### src/rtl/wbc_pkg.sv
package wbc_pkg;

  typedef enum logic [1:0] {
    CS_IDLE  = 2'd0,
    CS_WBACK = 2'd1,
    CS_FILL  = 2'd2
  } ctl_state_t;

  typedef struct packed {
    logic hitAccess;   // any hit: update recency
    logic wrHit;       // write hit: merge byte, mark modified
    logic captureMiss; // latch miss context and victim
    logic install;     // write fill line into the victim way
    logic wbAddrSel;   // memory address shows the victim line
  } ctl_strobe_t;

endpackage

### src/rtl/wbc_datapath.sv
module wbc_datapath
  import wbc_pkg::*;
#(
  parameter int TAG_W   = 6,
  parameter int SET_W   = 2,
  parameter int OFF_W   = 2,
  parameter bit USE_LRU = 1'b0,
  localparam int AW     = TAG_W + SET_W + OFF_W,
  localparam int LINE_W = 8 << OFF_W
) (
  input  logic              clk,
  input  logic              rstN,
  input  logic [AW-1:0]     cpuAddr,
  input  logic [7:0]        cpuWData,
  input  ctl_strobe_t       strb,
  input  logic [LINE_W-1:0] memRLine,
  output logic              hit,
  output logic              victimDirty,
  output logic [7:0]        cpuRData,
  output logic [AW-1:0]     memAddr,
  output logic [LINE_W-1:0] memWLine
);
  localparam int SETS = 1 << SET_W;
  localparam int WAYS = 2;

  logic [TAG_W-1:0]  tagMem   [SETS][WAYS];
  logic [LINE_W-1:0] dataMem  [SETS][WAYS];
  logic [WAYS-1:0]   validMem [SETS];
  logic [WAYS-1:0]   dirtyMem [SETS];
  logic [SETS-1:0]   lruWay;

  logic [TAG_W-1:0] curTag;
  logic [SET_W-1:0] curSet;
  logic [OFF_W-1:0] curOff;
  assign curTag = cpuAddr[AW-1 -: TAG_W];
  assign curSet = cpuAddr[OFF_W +: SET_W];
  assign curOff = cpuAddr[OFF_W-1:0];

  logic [WAYS-1:0] wayHit;
  for (genvar w = 0; w < WAYS; w++) begin : g_cmp
    assign wayHit[w] = validMem[curSet][w] && (tagMem[curSet][w] == curTag);
  end

  logic hitWay;
  logic [LINE_W-1:0] hitLine;
  assign hit      = |wayHit;
  assign hitWay   = wayHit[1];
  assign hitLine  = dataMem[curSet][hitWay];
  assign cpuRData = hitLine[{curOff, 3'b000} +: 8];

  logic vicWay;
  always_comb begin
    if (!validMem[curSet][0])      vicWay = 1'b0;
    else if (!validMem[curSet][1]) vicWay = 1'b1;
    else                           vicWay = USE_LRU ? lruWay[curSet] : 1'b0;
  end
  assign victimDirty = validMem[curSet][vicWay] && dirtyMem[curSet][vicWay];

  logic [TAG_W-1:0]  missTag, vicTagQ;
  logic [SET_W-1:0]  missSet;
  logic              vicWayQ;
  logic [LINE_W-1:0] vicLineQ;

  always_ff @(posedge clk) begin
    if (strb.captureMiss) begin
      missTag  <= curTag;
      missSet  <= curSet;
      vicWayQ  <= vicWay;
      vicTagQ  <= tagMem[curSet][vicWay];
      vicLineQ <= dataMem[curSet][vicWay];
    end
  end

  always_ff @(posedge clk or negedge rstN) begin
    if (!rstN) begin
      for (int s = 0; s < SETS; s++) begin
        validMem[s] <= '0;
        dirtyMem[s] <= '0;
      end
      lruWay <= '0;
    end else begin
      if (strb.hitAccess) lruWay[curSet] <= ~hitWay;
      if (strb.wrHit)     dirtyMem[curSet][hitWay] <= 1'b1;
      if (strb.install) begin
        validMem[missSet][vicWayQ] <= 1'b1;
        dirtyMem[missSet][vicWayQ] <= 1'b0;
        lruWay[missSet]            <= ~vicWayQ;
      end
    end
  end

  always_ff @(posedge clk) begin
    if (strb.wrHit) dataMem[curSet][hitWay][{curOff, 3'b000} +: 8] <= cpuWData;
    if (strb.install) begin
      tagMem[missSet][vicWayQ]  <= missTag;
      dataMem[missSet][vicWayQ] <= memRLine;
    end
  end

  assign memAddr  = strb.wbAddrSel ? {vicTagQ, missSet, {OFF_W{1'b0}}}
                                   : {missTag, missSet, {OFF_W{1'b0}}};
  assign memWLine = vicLineQ;

endmodule

### src/rtl/wbc_control.sv
module wbc_control
  import wbc_pkg::*;
(
  input  logic        clk,
  input  logic        rstN,
  input  logic        cpuReq,
  input  logic        cpuWe,
  input  logic        hit,
  input  logic        victimDirty,
  input  logic        memDone,
  output ctl_strobe_t strb,
  output logic        cpuReady,
  output logic        memRdReq,
  output logic        memWrReq
);
  ctl_state_t state, nextState;

  always_ff @(posedge clk or negedge rstN) begin
    if (!rstN) state <= CS_IDLE;
    else       state <= nextState;
  end

  always_comb begin
    strb      = '0;
    nextState = state;
    cpuReady  = 1'b0;
    memRdReq  = 1'b0;
    memWrReq  = 1'b0;
    unique case (state)
      CS_IDLE: begin
        cpuReady = !cpuReq || hit;
        if (cpuReq && hit) begin
          strb.hitAccess = 1'b1;
          strb.wrHit     = cpuWe;
        end else if (cpuReq) begin
          strb.captureMiss = 1'b1;
          nextState        = victimDirty ? CS_WBACK : CS_FILL;
        end
      end
      CS_WBACK: begin
        memWrReq       = 1'b1;
        strb.wbAddrSel = 1'b1;
        if (memDone) nextState = CS_FILL;
      end
      CS_FILL: begin
        memRdReq = 1'b1;
        if (memDone) begin
          strb.install = 1'b1;
          nextState    = CS_IDLE;
        end
      end
      default: nextState = CS_IDLE;
    endcase
  end

endmodule

### src/rtl/twoway_wb_cache.sv
module twoway_wb_cache
  import wbc_pkg::*;
#(
  parameter int TAG_W   = 6,
  parameter int SET_W   = 2,
  parameter int OFF_W   = 2,
  parameter bit USE_LRU = 1'b0
) (
  input  logic                         clk,
  input  logic                         rstN,
  input  logic                         cpuReq,
  input  logic                         cpuWe,
  input  logic [TAG_W+SET_W+OFF_W-1:0] cpuAddr,
  input  logic [7:0]                   cpuWData,
  output logic [7:0]                   cpuRData,
  output logic                         cpuReady,
  output logic                         memRdReq,
  output logic                         memWrReq,
  output logic [TAG_W+SET_W+OFF_W-1:0] memAddr,
  output logic [(8<<OFF_W)-1:0]        memWLine,
  input  logic [(8<<OFF_W)-1:0]        memRLine,
  input  logic                         memDone
);
  ctl_strobe_t strb;
  logic hit, victimDirty;

  wbc_control u_ctl (
    .clk(clk), .rstN(rstN), .cpuReq(cpuReq), .cpuWe(cpuWe), .hit(hit),
    .victimDirty(victimDirty), .memDone(memDone), .strb(strb),
    .cpuReady(cpuReady), .memRdReq(memRdReq), .memWrReq(memWrReq)
  );

  wbc_datapath #(.TAG_W(TAG_W), .SET_W(SET_W), .OFF_W(OFF_W), .USE_LRU(USE_LRU)) u_dp (
    .clk(clk), .rstN(rstN), .cpuAddr(cpuAddr), .cpuWData(cpuWData), .strb(strb),
    .memRLine(memRLine), .hit(hit), .victimDirty(victimDirty),
    .cpuRData(cpuRData), .memAddr(memAddr), .memWLine(memWLine)
  );

endmodule

### config.mk
export PLATFORM = sky130hd
export DESIGN_NAME = twoway_wb_cache
export DESIGN_NICKNAME = d
export VERILOG_FILES = /design/src/rtl/wbc_pkg.sv /design/src/rtl/wbc_datapath.sv /design/src/rtl/wbc_control.sv /design/src/rtl/twoway_wb_cache.sv
export SDC_FILE = /design/constraint.sdc
export NUM_CORES = 1
export LEC_CHECK = 0
export BUFFER_PORTS_ARGS = -buffer_cell sky130_fd_sc_hd__buf_2
export CAP_MARGIN = 20
export CORE_ASPECT_RATIO = 1.1
export CORE_MARGIN = 2
export CORE_UTILIZATION = 35
export CTS_BUF_LIST = sky130_fd_sc_hd__clkbuf_8
export CTS_CLUSTER_DIAMETER = 80
export DETAILED_ROUTE_END_ITERATION = 10
export GPL_ROUTABILITY_DRIVEN = 0
export PLACE_DENSITY = 0.61
export SLEW_MARGIN = 20
export SYNTH_ARGS = -nofsm -noshare
export SYNTH_HDL_FRONTEND = slang
export SYNTH_SLANG_ARGS = --single-unit
### constraint.sdc
create_clock -name clk -period 4.6 [get_ports clk]
set_input_delay 0.23 -clock clk [delete_from_list [all_inputs] [get_ports clk]]
set_output_delay 0.23 -clock clk [all_outputs]
set_load 0.05 [all_outputs]
==> flow_metrics.env <==
export IMPL_final_util_pct=41.0
export IMPL_ant_nets=0
export IMPL_worst_pin_slew_ns=1.13
export IMPL_synth_seq_cells=365
export IMPL_min_path_type="in2reg"
export IMPL_dp_hpwl_um=29100
export IMPL_drc=0
export IMPL_critPathLaunchType="flop"
export IMPL_path_class="reg2out"
export IMPL_cts_setup_buffers=0
export IMPL_vias=9527
export IMPL_ys_types=59
export IMPL_synth_main_ff_cell="edfxtp_1"
export IMPL_fmax_ghz=0.248
export IMPL_slew_viol_final=0
export IMPL_start_util_pct=35.5
export IMPL_synthCells=981
export IMPL_arrival_ns=3.79
export IMPL_regArea_mm2=0.0109
export IMPL_die_w_um=206
export IMPL_setup_viol=0
export IMPL_core_area_mm2=0.0445
export IMPL_area_delta_synth_final_pct=15.5
export IMPL_rsz0062_at_grt="false"
export IMPL_root_buffer="clkbuf_8"
export IMPL_grt_pass1_vias=9392
export IMPL_cts_sinks=365
export IMPL_path_max_fanout=15
export IMPL_drive_above_1_share_pct=27.4
export IMPL_drt_initial_drc_count=1078
export IMPL_hold_viol_final=0
export IMPL_status="finished clean"
export IMPL_grt_total_usage_pct=18.1
export IMPL_clockBufferDepth=3
export IMPL_synth_area_mm2=0.0158
export IMPL_clock_skew_ns=0.0438
export IMPL_portBuffers=105
export IMPL_min_period_ns=4.02
export IMPL_clk_latency_ns=0.65
export IMPL_final_nets=1185
export IMPL_end_kind="primary output"
export IMPL_setup_tns_ns=0
export IMPL_antenna_found_initial=3
export IMPL_maxCapViolations=0
export IMPL_ios=108
export IMPL_period_share_pct=87.5
export IMPL_htreeDepth=2
export IMPL_grt_max_degree=85
export IMPL_cts_resized=0
export IMPL_clkTransAtPathRegs_ns=0.06
export IMPL_slew_headroom_pct=24.5
export IMPL_reg2reg_depth=5
export IMPL_cts_tree="done"
export IMPL_power_uw=8820
export IMPL_leakagePower_uw=0.00638
export IMPL_yosysWarnings=0
export IMPL_die_area_mm2=0.0468
export IMPL_async_reset_ff_share_pct=3.84
export IMPL_drt_total_wl_um=42000
export IMPL_grt_ovfl_total=0
export IMPL_vias_per_cell=5.43
export IMPL_fp_row_count=81
export IMPL_syn_avg_cell_area_um2=16.1
export IMPL_n_fill_cell=4068
export IMPL_multiInputGateArea_mm2=0.00454
export IMPL_wire_per_inst_um=24.0
export IMPL_die_h_um=227
export IMPL_peakVddDrop_mv=0.213
export IMPL_ys_seq_area_share_pct=69.0
export IMPL_detail_route_first_pass_iterations=5
export IMPL_whs_ns=0.113
export IMPL_worstPathRequired_ns=4.37
export IMPL_power_density_mw_per_mm2=484
export IMPL_numCtsBuffers=57
export IMPL_hold_path_depth=2
export IMPL_synth_edf_count=351
export IMPL_grt_pass1_wl_um=61100
kinds of logic (layout without fill, tap and decap cells):
group	Yosys count	after routing	synth area share, %
buffers and inverters	77	266	2.45
AO/OA/AOI/OAI	193	193	8.55
multiplexers	129	129	13.0
other	1	3	0.0238
XOR/XNOR	12	12	0.809
AND/OR/NAND/NOR	199	199	5.76
flip-flops	365	365	69.0
adder cells (fa/ha/maj)	5	5	0.396
report_power, final:
part	total, uW	leakage, uW	internal [uW]	switching [uW]
combinational	1910	0.00235	519	1390
clock	2640	0.000625	1380	1260
sequential	4260	0.00341	4150	114
what timing repair did:
action | in CTS | in global routing
endpoints found under the setup margin | 0 | 0
hold buffers | 13 | 0
endpoints found under the hold margin | 23 | 0
flip-flops by register name, summed over array words and instances (netlist names):
signal,cells
u_dp.missSet,2
u_dp.memWLine,32
u_dp.vicWayQ,1
u_dp.missTag,6
u_dp.dirtyMem,4
u_dp.vicTagQ,6
u_ctl.state,2
u_dp.validMem,8
u_dp.dataMem,256
u_dp.tagMem,48
cell type report:
class                   instances  share of cell area (%)
inverters                      12                   0.247
repair buffers                149                    5.15
clock buffers                  57                    4.30
multi-input cells             540                    24.9
diodes                          1                  0.0137
well taps                     581                    3.99
clock inverters                48                    1.68
flip-flops and latches        365                    59.7
worst paths after layout:
path | start | to | slack [ns]
setup reg to reg | u_dp.tagMem[3][2]$_DFFE_PP_ | u_dp.dataMem[1][24]$_DFFE_PP_ | 1.21
max in group asynchronous | rstN | u_dp.validMem[7]$_DFFE_PN0P_ | 3.17
min in group asynchronous | rstN | u_ctl.state[1]$_DFFE_PN0P_ | 0.54
setup / recovery | u_dp.tagMem[0][4]$_DFFE_PP_ | cpuRData[3] | 0.58
hold reg to reg | u_dp.validMem[2]$_DFFE_PN0P_ | u_dp.validMem[2]$_DFFE_PN0P_ | 0.46
hold / removal | memRLine[13] | u_dp.dataMem[3][13]$_DFFE_PP_ | 0.11
through the flow:
step	instance area, um^2	std cells	setup WS [ns]
after global placement	17000	1633	0.999
final	18200	1753	0.576
after detailed placement	17000	1634	0.921
after CTS	18200	1752	0.694
after floorplan	15800	982	0.388
after global routing	18200	1752	0.471
layer usage:
metal	wire length, um	global-route usage [%]
met5	16	0
met1	18000	25.4
met4	1260	6.80
met2	19500	27.8
met3	3230	3.49
Yosys cell counts, types with 5 or more instances:
library cell	count	share of area [%]
mux2_2	39	2.8
buf_4	10	0.48
a22o_1	34	1.9
nand2b_1	7	0.28
o22ai_1	20	0.79
ha_1	5	0.40
mux4_2	53	7.6
clkbuf_1	26	0.62
a2bb2oi_1	5	0.28
and2_1	8	0.32
nor3_1	7	0.22
mux2i_1	34	2.2
xnor2_1	6	0.33
buf_2	20	0.63
o31ai_1	18	0.86
edfxtp_1	351	67
a221oi_1	13	0.72
o21ai_0	37	1.2
nand2_1	71	1.7
dfrtp_1	14	2.2
o31a_1	9	0.50
nor2_1	75	1.8
nand3_1	11	0.35
inv_1	10	0.24
a21oi_1	31	0.98
o211ai_1	6	0.29
placed cells by master, fill, tap and decap left out, types with 20 or more instances in the layout:
master / count
edfxtp_1: 351
o22ai_1: 20
o21ai_0: 37
buf_4: 28
nand2_1: 71
inv_1: 30
mux4_2: 53
a21oi_1: 31
mux2_2: 39
a22o_1: 34
clkbuf_8: 57
nor2_1: 73
buf_2: 103
mux2i_1: 34
worst max-delay path, cell delays in order, from the launching register on:
cell and delay [ns]:
edfxtp_1 0.40, mux4_2 0.50, xnor2_2 0.25, and4_1 0.66
a221oi_1 0.20, o32ai_1 0.73, buf_2 0.39
No activity file was read; power rests on OpenSTA's default activity.
